<file path="src/rtl/synth_rd_pkg.sv">
package synth_rd_pkg;
  localparam int BYTE_W = 8;
  localparam int CNT_W  = $clog2(BYTE_W + 1);

  typedef enum logic [2:0] {
    ST_IDLE,
    ST_ADDR,
    ST_AACK,
    ST_TX,
    ST_MACK
  } rd_state_t;
endpackage

</file>
<file path="src/rtl/bus_edge_sync.sv">
module bus_edge_sync #(
  parameter int SYNC_STAGES = 2
) (
  input  logic clk,
  input  logic rst,
  input  logic scl_in,
  input  logic sda_in,
  output logic sda_s,
  output logic scl_rise,
  output logic scl_fall,
  output logic start_evt,
  output logic stop_evt
);
  localparam int N = (SYNC_STAGES < 2) ? 2 : SYNC_STAGES;

  logic [N-1:0] scl_sh, sda_sh;
  logic         scl_d, sda_d;
  logic         scl_s;

  always_ff @(posedge clk) begin
    if (rst) begin
      scl_sh <= '1;
      sda_sh <= '1;
      scl_d  <= 1'b1;
      sda_d  <= 1'b1;
    end else begin
      scl_sh <= {scl_sh[N-2:0], scl_in};
      sda_sh <= {sda_sh[N-2:0], sda_in};
      scl_d  <= scl_sh[N-1];
      sda_d  <= sda_sh[N-1];
    end
  end

  assign scl_s     = scl_sh[N-1];
  assign sda_s     = sda_sh[N-1];
  assign scl_rise  = scl_s & ~scl_d;
  assign scl_fall  = ~scl_s & scl_d;
  assign start_evt = scl_s & scl_d & sda_d & ~sda_s;
  assign stop_evt  = scl_s & scl_d & ~sda_d & sda_s;
endmodule

</file>
<file path="src/rtl/status_flags.sv">
module status_flags #(
  parameter int ADC_W = 3
) (
  input  logic                            clk,
  input  logic                            rst,
  input  logic                            lock_detect,
  input  logic                            auto_cp_enable,
  input  logic [ADC_W-1:0]                adc_code,
  input  logic                            por_clear,
  output logic                            por_flag,
  output logic [synth_rd_pkg::BYTE_W-1:0] status_byte,
  output logic                            cp_force_low
);
  import synth_rd_pkg::*;
  localparam int PAD_W = BYTE_W - 3 - ADC_W;

  logic             lock_q, auto_q;
  logic [ADC_W-1:0] adc_q;
  logic             cp_flag;

  always_ff @(posedge clk) begin
    if (rst) begin
      lock_q       <= 1'b0;
      auto_q       <= 1'b0;
      adc_q        <= '0;
      por_flag     <= 1'b1;
      cp_force_low <= 1'b0;
    end else begin
      lock_q       <= lock_detect;
      auto_q       <= auto_cp_enable;
      adc_q        <= adc_code;
      cp_force_low <= auto_q & lock_q;
      if (por_clear) por_flag <= 1'b0;
    end
  end

  assign cp_flag     = ~(auto_q & lock_q);
  assign status_byte = {por_flag, lock_q, cp_flag, {PAD_W{1'b1}}, adc_q};
endmodule

</file>
<file path="src/rtl/read_shifter.sv">
module read_shifter (
  input  logic                            clk,
  input  logic                            rst,
  input  logic                            sda_s,
  input  logic                            scl_rise,
  input  logic                            scl_fall,
  input  logic                            start_evt,
  input  logic                            stop_evt,
  input  logic [6:0]                      slave_addr,
  input  logic [synth_rd_pkg::BYTE_W-1:0] status_byte,
  output logic                            sda_oe,
  output logic                            por_clear,
  output logic                            busy
);
  import synth_rd_pkg::*;

  rd_state_t         st;
  logic [CNT_W-1:0]  cnt;
  logic [BYTE_W-1:0] shreg;
  logic              m_acked;

  always_ff @(posedge clk) begin
    if (rst) begin
      st        <= ST_IDLE;
      cnt       <= '0;
      shreg     <= '0;
      sda_oe    <= 1'b0;
      por_clear <= 1'b0;
      m_acked   <= 1'b0;
    end else begin
      por_clear <= 1'b0;
      if (start_evt) begin
        st      <= ST_ADDR;
        cnt     <= '0;
        sda_oe  <= 1'b0;
        m_acked <= 1'b0;
      end else if (stop_evt) begin
        st      <= ST_IDLE;
        cnt     <= '0;
        sda_oe  <= 1'b0;
        m_acked <= 1'b0;
      end else begin
        unique case (st)
          ST_ADDR: begin
            if (scl_rise) begin
              shreg <= {shreg[BYTE_W-2:0], sda_s};
              cnt   <= cnt + 1'b1;
            end else if (scl_fall && cnt == CNT_W'(BYTE_W)) begin
              cnt <= '0;
              if (shreg == {slave_addr, 1'b1}) begin
                st     <= ST_AACK;
                sda_oe <= 1'b1;
              end else begin
                st <= ST_IDLE;
              end
            end
          end
          ST_AACK: begin
            if (scl_fall) begin
              shreg  <= status_byte;
              sda_oe <= ~status_byte[BYTE_W-1];
              cnt    <= '0;
              st     <= ST_TX;
            end
          end
          ST_TX: begin
            if (scl_rise) begin
              cnt <= cnt + 1'b1;
            end else if (scl_fall) begin
              if (cnt == CNT_W'(BYTE_W)) begin
                sda_oe <= 1'b0;
                st     <= ST_MACK;
              end else begin
                shreg  <= {shreg[BYTE_W-2:0], 1'b0};
                sda_oe <= ~shreg[BYTE_W-2];
              end
            end
          end
          ST_MACK: begin
            if (scl_rise) begin
              if (sda_s) begin
                por_clear <= 1'b1;
                st        <= ST_IDLE;
              end else begin
                m_acked <= 1'b1;
              end
            end else if (scl_fall && m_acked) begin
              m_acked <= 1'b0;
              shreg   <= status_byte;
              sda_oe  <= ~status_byte[BYTE_W-1];
              cnt     <= '0;
              st      <= ST_TX;
            end
          end
          default: begin
            sda_oe <= 1'b0;
          end
        endcase
      end
    end
  end

  assign busy = (st != ST_IDLE);
endmodule

</file>
<file path="src/rtl/synth_status_reader.sv">
module synth_status_reader #(
  parameter logic [4:0] ADDR_HI     = 5'b11000,
  parameter int         SYNC_STAGES = 2,
  parameter int         ADC_W       = 3
) (
  input  logic             clk,
  input  logic             rst,
  input  logic             scl_in,
  input  logic             sda_in,
  output logic             sda_oe,
  input  logic [1:0]       addr_sel,
  input  logic             lock_detect,
  input  logic             auto_cp_enable,
  input  logic [ADC_W-1:0] adc_code,
  output logic             cp_force_low
);
  import synth_rd_pkg::*;

  logic              sda_s, scl_rise, scl_fall, start_evt, stop_evt;
  logic              por_clear, por_flag, busy;
  logic [BYTE_W-1:0] status_byte;
  logic [6:0]        slave_addr;

  assign slave_addr = {ADDR_HI, addr_sel};

  bus_edge_sync #(.SYNC_STAGES(SYNC_STAGES)) u_sync (
    .clk(clk), .rst(rst), .scl_in(scl_in), .sda_in(sda_in),
    .sda_s(sda_s), .scl_rise(scl_rise), .scl_fall(scl_fall),
    .start_evt(start_evt), .stop_evt(stop_evt)
  );

  status_flags #(.ADC_W(ADC_W)) u_flags (
    .clk(clk), .rst(rst), .lock_detect(lock_detect),
    .auto_cp_enable(auto_cp_enable), .adc_code(adc_code),
    .por_clear(por_clear), .por_flag(por_flag),
    .status_byte(status_byte), .cp_force_low(cp_force_low)
  );

  read_shifter u_shift (
    .clk(clk), .rst(rst), .sda_s(sda_s), .scl_rise(scl_rise),
    .scl_fall(scl_fall), .start_evt(start_evt), .stop_evt(stop_evt),
    .slave_addr(slave_addr), .status_byte(status_byte),
    .sda_oe(sda_oe), .por_clear(por_clear), .busy(busy)
  );
endmodule

</file>
<file path="config.mk">
export PLATFORM = sky130hd
export DESIGN_NAME = synth_status_reader
export DESIGN_NICKNAME = d
export VERILOG_FILES = /design/src/rtl/synth_rd_pkg.sv /design/src/rtl/bus_edge_sync.sv /design/src/rtl/status_flags.sv /design/src/rtl/read_shifter.sv /design/src/rtl/synth_status_reader.sv
export SDC_FILE = /design/constraint.sdc
export NUM_CORES = 1
export LEC_CHECK = 0
export ABC_AREA = 1
export CORE_MARGIN = 2
export CORE_UTILIZATION = 64
export CTS_BUF_LIST = sky130_fd_sc_hd__clkbuf_4
export DETAILED_ROUTE_END_ITERATION = 6
export HOLD_SLACK_MARGIN = 0.12
export PLACE_DENSITY_LB_ADDON = 0.08
export SYNTH_ARGS = -nofsm -noshare
export SYNTH_HDL_FRONTEND = slang
export SYNTH_SLANG_ARGS = --single-unit
</file>
<file path="constraint.sdc">
create_clock -name clk -period 2.8 [get_ports clk]
set_input_delay 0.56 -clock clk [delete_from_list [all_inputs] [get_ports clk]]
set_output_delay 0.56 -clock clk [all_outputs]
set_load 0.01 [all_outputs]
</file>
Yosys cells after proc, flatten, opt, wreduce, memory -nomap -nowiden
Index checks and enable logic that the tools add are counted.
Storage, ports and cells
  register bits: 31
  input port bits: 11
  word-level logic and storage cells: 121
Operators by class
  reduce and logical (&&, ||, !) cells: 13
  eq/ne operators: 30
  add/sub/neg operators: 1
  bitwise operators: 19
  mux-type cells: 42
Operator list (count)
  8-bit 2-to-1 mux: 7
  8-bit one-hot mux with 4 select lines: 1
  3-bit 2-to-1 mux: 9
  4-bit 2-to-1 mux: 6
  9-bit AND reduction: 2
  4-bit by 3-bit != test with 1-bit output, second input constant: 4
  4-bit one-hot mux with 4 select lines: 1
  1-bit 2-to-1 mux: 15
  2-bit != test, second input constant: 7
  2-bit by 1-bit != test with 1-bit output, second input constant: 6
  3-bit one-hot mux with 4 select lines: 1
  1-bit inverter: 11
  10-bit AND reduction: 1
  1-bit bitwise AND: 8
  8-bit == test: 1
  4-bit != test, second input constant: 2
  8-bit AND reduction: 1
  3-bit by 2-bit == test with 1-bit output, second input constant: 2
  3-bit by 2-bit != test with 1-bit output, second input constant: 2
  6-bit AND reduction: 1
  6-bit nonzero test: 1
  5-bit by 4-bit != test with 1-bit output, second input constant: 1
  5-bit != test, second input constant: 1
  5-bit OR reduction: 1
  12 further kinds: 13

Logic depth before layout (Yosys ltp)
Gate-level depths: netlist (run 1).
  depth after elaboration: 8
  gate-level depth with buffers: 11
  mapped depth without buffers: 11

Hierarchy
Synthesis (run 1) repeated with hierarchy kept, for this count alone.
Second synthesis, totals
  cells, all modules: 282
  area total of the unflattened synthesis: 1734.2 um^2
By module, submodules not included
  read_shifter: instances 1, seq. area each 360.3 um^2, cells an instance 227, area each 1287.5 um^2
  status_flags: instances 1, seq. area each 140.1 um^2, cells an instance 29, area each 241.5 um^2
  bus_edge_sync: instances 1, seq. area each 120.1 um^2, cells an instance 24, area each 197.7 um^2
  synth_status_reader: instances 1, seq. area each 0.0 um^2, cells an instance 2, area each 7.5 um^2

Worst setup path before layout (run 1)
Ideal clock, no wire load.
  path kind: flip-flop to flip-flop
  start point: reg u_shift.cnt[0]
  end point: reg u_shift.st[1]
  path buffers: 0
  cell stages (with the launch flop): 10
  path slack: 1407 ps
  arrival time: 1277 ps
  required time: 2683 ps
  period minus slack after synthesis: 1393 ps
  cell sequence: dfxtp_1 > inv_1 > ha_1 > nand2_1 > nor2_1 > nand2_1 > a21oi_1 > nand3_2 > nor3_1 > nor2_1
Between the ends
  cells in the longest elaborated chain, start to end: 4
Ends and longest elaborated chain
  start: declaration: RTL line read_shifter.sv:18  | logic [CNT_W-1:0] cnt;
  start signal: assignment: RTL line read_shifter.sv:47  | cnt <= cnt + 1'b1;
  start signal: assignment: RTL line read_shifter.sv:68  | cnt <= cnt + 1'b1;
  4-bit == test *: RTL line read_shifter.sv:48, read_shifter.sv:70
  1-bit logical AND: RTL line read_shifter.sv:48  | end else if (scl_fall && cnt == CNT_W'(BYTE_W)) begin
  2-bit by 1-bit != test with 1-bit output (no source line)
  9-bit AND reduction (no source line) *
  end signal: assignment: RTL line read_shifter.sv:51  | st <= ST_AACK;
  end signal: assignment: RTL line read_shifter.sv:54  | st <= ST_IDLE;
  end signal: assignment: RTL line read_shifter.sv:72  | st <= ST_MACK;
  end: declaration: RTL line read_shifter.sv:17  | rd_state_t st;
Mark *: on every way between the ends. The rest lies on a longest branch, timed or not.
A chain may end at the register's enable or synchronous reset.

Worst setup path in the final report (run 1)
  start point: reg u_shift.sda_oe
  end point: out sda_oe
RTL lines
  start: declaration: RTL line read_shifter.sv:11  | output logic sda_oe,
  start signal: assignment: RTL line read_shifter.sv:61  | sda_oe <= ~status_byte[BYTE_W-1];
  start signal: assignment: RTL line read_shifter.sv:75  | sda_oe <= ~shreg[BYTE_W-2];
  start signal: assignment: RTL line read_shifter.sv:90  | sda_oe <= ~status_byte[BYTE_W-1];
  end: declaration: RTL line synth_status_reader.sv:10  | output logic sda_oe,
No word-level cell between the ends.

==> impl_metrics.env, run 1 <==
export IMPL_grt_overflow_total=0
export IMPL_min_period_ns=1.77
export IMPL_cp_data_required_time_ns=2.24
export IMPL_layout_setup_ws_ns=1.03
export IMPL_final_common_cell="nand2_1"
export IMPL_m1WireLength_um=1530
export IMPL_r2r_start="u_shift.st[0]$_SDFFE_PP0P_"
export IMPL_core_area_mm2=0.00225
export IMPL_power_switching_mw=0.349
export IMPL_syn_nets=248
export IMPL_dr_pass1_iters=4
export IMPL_area_growth_pct=12.3
export IMPL_dpl_worst_slack_ns=0.860
export IMPL_path_buf_inv=1
export IMPL_synth_warnings=0
export IMPL_status="completed"
export IMPL_max_cap_viol_count=0
export IMPL_hold_viol=0
export IMPL_maxSlewHeadroom_pct=75.0
export IMPL_crit_fanout=2
export IMPL_drive_gt1_share_pct=10.3
export IMPL_setup_tns_ns=0
export IMPL_swShare_pct=34.1
export IMPL_wl_met2_um=1820
export IMPL_hold_class="register to register"
export IMPL_crit_family="buffers and inverters"
export IMPL_drc=0
export IMPL_grt_first_pass_wirelength_um=5750
export IMPL_top_layer_used="met4"
export IMPL_async_reset_ff_share_pct=0
export IMPL_synth_cells=235
export IMPL_synth_edf_count=0
export IMPL_cts_buffer_depth=2
export IMPL_finClkSkew_ns=0.00509
export IMPL_routed_wl_um=3620
export IMPL_path_cells="clkdlybuf4s50_1"
export IMPL_max_slew_worst_pin_slew_ns=0.374
export IMPL_cts_sinks=31
export IMPL_cts_tree="yes"
export IMPL_rows=17
export IMPL_hold_depth=1
export IMPL_ys_seq_area_share_pct=39.7
export IMPL_die_h_um=53.4
export IMPL_synth_seq_cells=31
export IMPL_p_leak_nw=0.800
export IMPL_numCtsBuffers=5
export IMPL_io_pins=13
export IMPL_irDropWorstVdd_mv=0.440
export IMPL_p_int_mw=0.674
export IMPL_grt_pass1_vias=1368
export IMPL_cts_resized_gates=0
export IMPL_path_class="register to primary output"
export IMPL_max_freq_ghz=0.567
export IMPL_start_util_pct=69.3
export IMPL_io_buffer_count=12
export IMPL_comb_power_share_pct=25.5
export IMPL_rsz0062_at_grt="no"
export IMPL_holdBufCountCts=0
export IMPL_hp_start="u_sync.sda_sh[0]$_SDFF_PP1_"
export IMPL_viasPerCell=5.52
export IMPL_cp_end_kind="primary output"
export IMPL_wl_per_cell_um=12.9
export IMPL_antenna_found_initial=0
export IMPL_grt_max_degree=15
export IMPL_mostFrequentLayoutCells="55 x nand2_1, 39 x nor2_1, 31 x dfxtp_1"
export IMPL_critPathLaunch="u_shift.sda_oe$_SDFFE_PP0P_"
export IMPL_vias=1545
export IMPL_syn_area_mm2=0.00156
export IMPL_slew_viol_final=0
export IMPL_finalCritPeriodShare_pct=63.0
export IMPL_ys_flop_type="dfxtp_1"
export IMPL_drtAntennaViolNets=0
export IMPL_rrSetupSlack_ns=1.07
export IMPL_cp_start_kind="register"
export IMPL_h_tree_depth=2
export IMPL_critPathSlowestCell="clkdlybuf4s50_1"
export IMPL_pwr_density_cell_mw_per_mm2=583
export IMPL_power_frac_clock_pct=24.7
export IMPL_max_stage_delay_ns=0.53
export IMPL_synthDistinctLibCells=26
export IMPL_holdPathEnd="u_sync.sda_sh[1]$_SDFF_PP1_"
export IMPL_worstSkewPairLatency_ns=0.33
export IMPL_post_cts_setup_buffer_count=0
export IMPL_r2r_end="u_shift.shreg[3]$_SDFFE_PP0P_"
export IMPL_wl_met3_um=222
export IMPL_root_buffer="clkbuf_4"
export IMPL_clk_pin_slew_ns=0.10
export IMPL_critical_path_arrival_ns=1.21
export IMPL_reg2regPathDepth=9
export IMPL_avgSynthCellArea_um2=6.65
export IMPL_place_congestion=0.842
export IMPL_fillers=180
export IMPL_drtIter0Drc=52
export IMPL_track_usage_pct=29.0
export IMPL_setup_viol=0
export IMPL_n_antenna_cell=0
export IMPL_nNetsFinal=264
export IMPL_dieArea_mm2=0.00285
export IMPL_die_w_um=53.4
export IMPL_seqPwrFrac_pct=49.8
export IMPL_hpwl_um=2750
## Yosys cell counts (all sizes together), types with 2 or more instances
| master | number | area (um2) |
|---|---|---|
| a21oi | 10 | 53.8 |
| clkbuf | 2 | 7.51 |
| dfxtp | 31 | 621 |
| ha | 2 | 25.0 |
| inv | 32 | 123 |
| nand2 | 58 | 225 |
| nand3 | 17 | 95.1 |
| nand4 | 5 | 31.3 |
| nor2 | 42 | 175 |
| nor3 | 4 | 25.0 |
| o21ai | 22 | 110 |
| or2 | 5 | 31.3 |
## state kept, by name, indices dropped and copies added (netlist names)
name and cells:
u_flags.por_flag 1, u_shift.sda_oe 1, u_shift.st 3, u_sync.scl_d 1, u_shift.cnt 4, u_shift.shreg 8
u_shift.por_clear 1, u_shift.m_acked 1, u_flags.auto_q 1, u_sync.sda_sh 2, u_sync.scl_sh 2, u_flags.lock_q 1
u_flags.adc_q 3, u_sync.sda_d 1, u_flags.cp_force_low 1
## kinds of logic (layout without fill, tap and decap cells)
kind of cell	Yosys count	after routing	synth area share (%)
flip-flops	31	31	39.7
adder cells (fa/ha/maj)	2	2	1.60
AO/OA/AOI/OAI	34	34	11.5
buffers and inverters	35	52	8.81
AND/OR/NAND/NOR	132	132	37.8
XOR/XNOR	1	1	0.561
## routing by layer
metal	global-route usage, %	up-vias
met4	11.1	0
met1	34.0	704
met2	48.6	55
met5	0	-
li1	-	780
met3	9.32	6
## cell type report
| type | count | area (um2) | area share [%] |
|---|---|---|---|
| Tap cell | 28 | 35.0 | 2.00 |
| Sequential cell | 31 | 621 | 35.4 |
| Multi-Input combinational cell | 169 | 805 | 45.8 |
| Clock buffer | 6 | 45.0 | 2.57 |
| Inverter | 32 | 123 | 6.99 |
| Clock inverter | 2 | 7.51 | 0.428 |
| Timing Repair Buffer | 12 | 120 | 6.84 |
## stage by stage
step           util (%)  total power [mW]  hold WS, ns  cell area (um2)  std cells
2_1_floorplan         -             0.709        0.389             1560        235
3_3_place_gp       75.5             0.759        0.392             1700        272
3_5_place_dp       75.5             0.775        0.397             1700        272
4_1_cts            77.9              1.02        0.433             1760        280
6_report           77.9              1.02        0.429             1760        280
5_1_grt            77.9              1.09        0.440             1760        280
## how the worst max path moves through the flow
stage	depth (start not counted)	endpoint	slack [ns]
6_report	1	sda_oe	1.03
5_1_grt	9	u_shift.shreg[3]$_SDFFE_PP0P_	0.92
3_5_place_dp	4	u_shift.m_acked$_SDFFE_PP0P_	0.86
2_1_floorplan	9	u_shift.st[1]$_SDFFE_PP0P_	1.41
4_1_cts	1	sda_oe	1.03
3_3_place_gp	4	u_shift.m_acked$_SDFFE_PP0P_	0.98
## power groups by stage
| stage | Combinational (mW) | Sequential, mW | Clock (mW) |
|---|---|---|---|
| 4_1_cts | 0.256 | 0.509 | 0.252 |
| 5_1_grt | 0.294 | 0.515 | 0.276 |
| 2_1_floorplan | 0.198 | 0.511 | 0 |
| 3_5_place_dp | 0.256 | 0.519 | 0 |
| 6_report | 0.261 | 0.509 | 0.253 |
| 3_3_place_gp | 0.245 | 0.515 | 0 |
(Power assumes the default switching activity.)
==> inputs of run 2 (changes only) <==
--- a/config.mk
+++ b/config.mk
@@ -7,7 +7,7 @@
 export LEC_CHECK = 0
 export ABC_AREA = 1
 export CORE_MARGIN = 2
-export CORE_UTILIZATION = 64
+export CORE_UTILIZATION = 53
 export CTS_BUF_LIST = sky130_fd_sc_hd__clkbuf_4
 export DETAILED_ROUTE_END_ITERATION = 6
 export HOLD_SLACK_MARGIN = 0.12
==> constraint.sdc (replaced) <==
create_clock -name clk -period 1.5 [get_ports clk]
set_input_delay 0.3 -clock clk [delete_from_list [all_inputs] [get_ports clk]]
set_output_delay 0.3 -clock clk [all_outputs]
set_load 0.01 [all_outputs]
==> run 2 against run 1 <==
Against the previous run:
- utilization fell by 0.75 points
- register-to-register slack got worse by 1.0 ns
- cell count grew 8.6%
- setup slack lost 1.0 ns
- wire length rose by 11%
- non-clock buffer count rose by 20
- sequential power rose by 89%
- clock skew increased by 0.0043 ns
- sequential cell count unchanged
- largest power group unchanged
==> impl_metrics.env, run 2 (same netlist as run 1, synthesis figures left out) <==
export IMPL_hold_class="register to register"
export IMPL_setup_viol=0
export IMPL_min_period_ns=1.48
export IMPL_hp_start="u_sync.scl_sh[0]$_SDFF_PP1_"
export IMPL_slew_viol_final=0
export IMPL_drive_gt1_share_pct=35.2
export IMPL_hold_viol=0
export IMPL_die_w_um=58.3
export IMPL_grt_busiest_layer="met2"
export IMPL_power_switching_mw=0.761
export IMPL_nNetsFinal=285
export IMPL_largest_register_ffs=8
export IMPL_p_leak_nw=0.958
export IMPL_io_buffer_count=12
export IMPL_place_congestion=0.971
export IMPL_drtAntennaViolNets=0
export IMPL_finClkSkew_ns=0.00938
export IMPL_power_frac_clock_pct=27.6
export IMPL_layout_setup_ws_ns=0.0211
export IMPL_rsz0062_at_grt="yes"
export IMPL_root_buffer="clkbuf_4"
export IMPL_path_cells="inv_2, ha_4, nand2_4, nor2_4, nand2_2, a21oi_2, nand3_2, nor3_1, nor2_1"
export IMPL_grt_first_pass_wirelength_um=5570
export IMPL_clk_pin_slew_ns=0.09
export IMPL_drtIter0Drc=73
export IMPL_io_pins=13
export IMPL_holdPathEnd="u_sync.scl_sh[1]$_SDFF_PP1_"
export IMPL_wl_per_cell_um=13.2
export IMPL_max_slew_worst_pin_slew_ns=0.445
export IMPL_h_tree_depth=2
export IMPL_antenna_found_initial=0
export IMPL_core_area_mm2=0.00278
export IMPL_grt_max_degree=12
export IMPL_hpwl_um=2590
export IMPL_worstSkewPairLatency_ns=0.33
export IMPL_setup_tns_ns=0
export IMPL_grt_use_met2_pct=34.0
export IMPL_max_cap_viol_count=0
export IMPL_drc=0
export IMPL_p_int_mw=1.53
export IMPL_critPathSlowestCell="dfxtp_2"
export IMPL_cts_tree="yes"
export IMPL_path_class="register to register"
export IMPL_hold_depth=1
export IMPL_max_freq_ghz=0.676
export IMPL_top_regs="u_shift.shreg (8), u_shift.cnt (4)"
export IMPL_numCtsBuffers=5
export IMPL_die_h_um=58.3
export IMPL_r2r_end="u_shift.st[1]$_SDFFE_PP0P_"
export IMPL_dr_pass1_iters=4
export IMPL_cts_buffer_depth=2
export IMPL_holdBufCountCts=0
export IMPL_area_growth_pct=37.2
export IMPL_r2r_start="u_shift.cnt[1]$_SDFFE_PP0P_"
export IMPL_cts_sinks=31
export IMPL_rrSetupSlack_ns=0.02
export IMPL_grt_pass1_vias=1317
export IMPL_track_usage_pct=22.0
export IMPL_maxSlewHeadroom_pct=70.3
export IMPL_mostFrequentLayoutCells="43 x nand2_1, 25 x nor2_1, 24 x dfxtp_1"
export IMPL_crit_family="simple AND/OR/NAND/NOR gates"
export IMPL_crit_fanout=5
export IMPL_cp_data_required_time_ns=1.73
export IMPL_swShare_pct=33.3
export IMPL_comb_power_share_pct=30.4
export IMPL_global_route_usage_met1_pct=29.0
export IMPL_viasPerCell=5.31
export IMPL_grt_overflow_total=0
export IMPL_max_stage_delay_ns=0.33
export IMPL_status="completed"
export IMPL_n_antenna_cell=0
export IMPL_rows=19
export IMPL_routed_wl_um=4020
export IMPL_reg2regPathDepth=9
export IMPL_critical_path_arrival_ns=1.70
export IMPL_vias=1613
export IMPL_cp_start_kind="register"
export IMPL_irDropWorstVdd_mv=1.14
export IMPL_path_buf_inv=1
export IMPL_met3_usage_pct=5.27
export IMPL_dieArea_mm2=0.00340
export IMPL_seqPwrFrac_pct=42.1
export IMPL_top_register="u_shift.shreg"
export IMPL_dpl_worst_slack_ns=-0.0216
export IMPL_finalCritPeriodShare_pct=98.6
export IMPL_cp_end_kind="register"
export IMPL_pwr_density_cell_mw_per_mm2=1070
export IMPL_final_common_cell="nand2_1"
export IMPL_start_util_pct=56.2
## run 2: cell types whose count changed in the layout (fill, tap and decap cells not counted), sizes merged
cell | previous run | this run
dlygate4sd2 | 0 | 1
buf | 0 | 20
nand2 | 58 | 59
clkbuf | 6 | 5
clkdlybuf4s50 | 12 | 11
bufinv | 0 | 1
## run 2: power by group through the flow
stage               sequential, mW  combinational, mW  clock (mW)
floorplan                    0.954              0.369           0
global placement             0.960              0.543           0
detailed placement           0.961              0.542           0
CTS                          0.941              0.546       0.641
global route                 0.969              0.768       0.669
finish                       0.961              0.694       0.631
## run 2: layer usage
metal | share of wire [%] | vias to the layer above | wire length, um
met5 | 0 | - | 0
met2 | 49 | 45 | 1950
li1 | - | 824 | -
met1 | 44 | 736 | 1790
met3 | 5.2 | 8 | 210
met4 | 1.6 | 0 | 66
## run 2: layout make-up
type	instances	area [um2]
clock buffer	5	37.5
clock inverter	3	38.8
fill	212	637
inverter	32	133
multi-input combinational	170	973
sequential	31	634
tap	31	38.8
timing repair buffer	32	289
## run 2: through the flow
step | instances | power [mW] | cell area (um2) | util (%) | hold WS [ns]
after global placement | 291 | 1.50 | 1840 | 66.1 | 0.406
after global routing | 304 | 2.41 | 2140 | 77.1 | 0.441
final | 304 | 2.29 | 2140 | 77.1 | 0.422
after detailed placement | 291 | 1.50 | 1840 | 66.1 | 0.401
after floorplan | 235 | 1.32 | 1560 | - | 0.389
after CTS | 299 | 2.13 | 1920 | 69.0 | 0.425
## run 2: what timing repair did
action,in CTS,in global routing
resized for setup,2,77
pin swaps,0,25
setup endpoints to repair,3,18
cloned,0,1
buffers inserted,0,4
## run 2: worst max path at each step
stage / startpoint / end / cells after the start
global route: u_shift.st[0]$_SDFFE_PP0P_ / u_shift.shreg[4]$_SDFFE_PP0P_ / 9
finish: u_shift.cnt[1]$_SDFFE_PP0P_ / u_shift.st[1]$_SDFFE_PP0P_ / 9
global placement: u_shift.st[0]$_SDFFE_PP0P_ / u_shift.shreg[4]$_SDFFE_PP0P_ / 10
floorplan: u_shift.cnt[0]$_SDFFE_PP0P_ / u_shift.st[1]$_SDFFE_PP0P_ / 9
CTS: u_shift.st[0]$_SDFFE_PP0P_ / u_shift.shreg[3]$_SDFFE_PP0P_ / 10
detailed placement: addr_sel[1] / u_shift.st[1]$_SDFFE_PP0P_ / 8
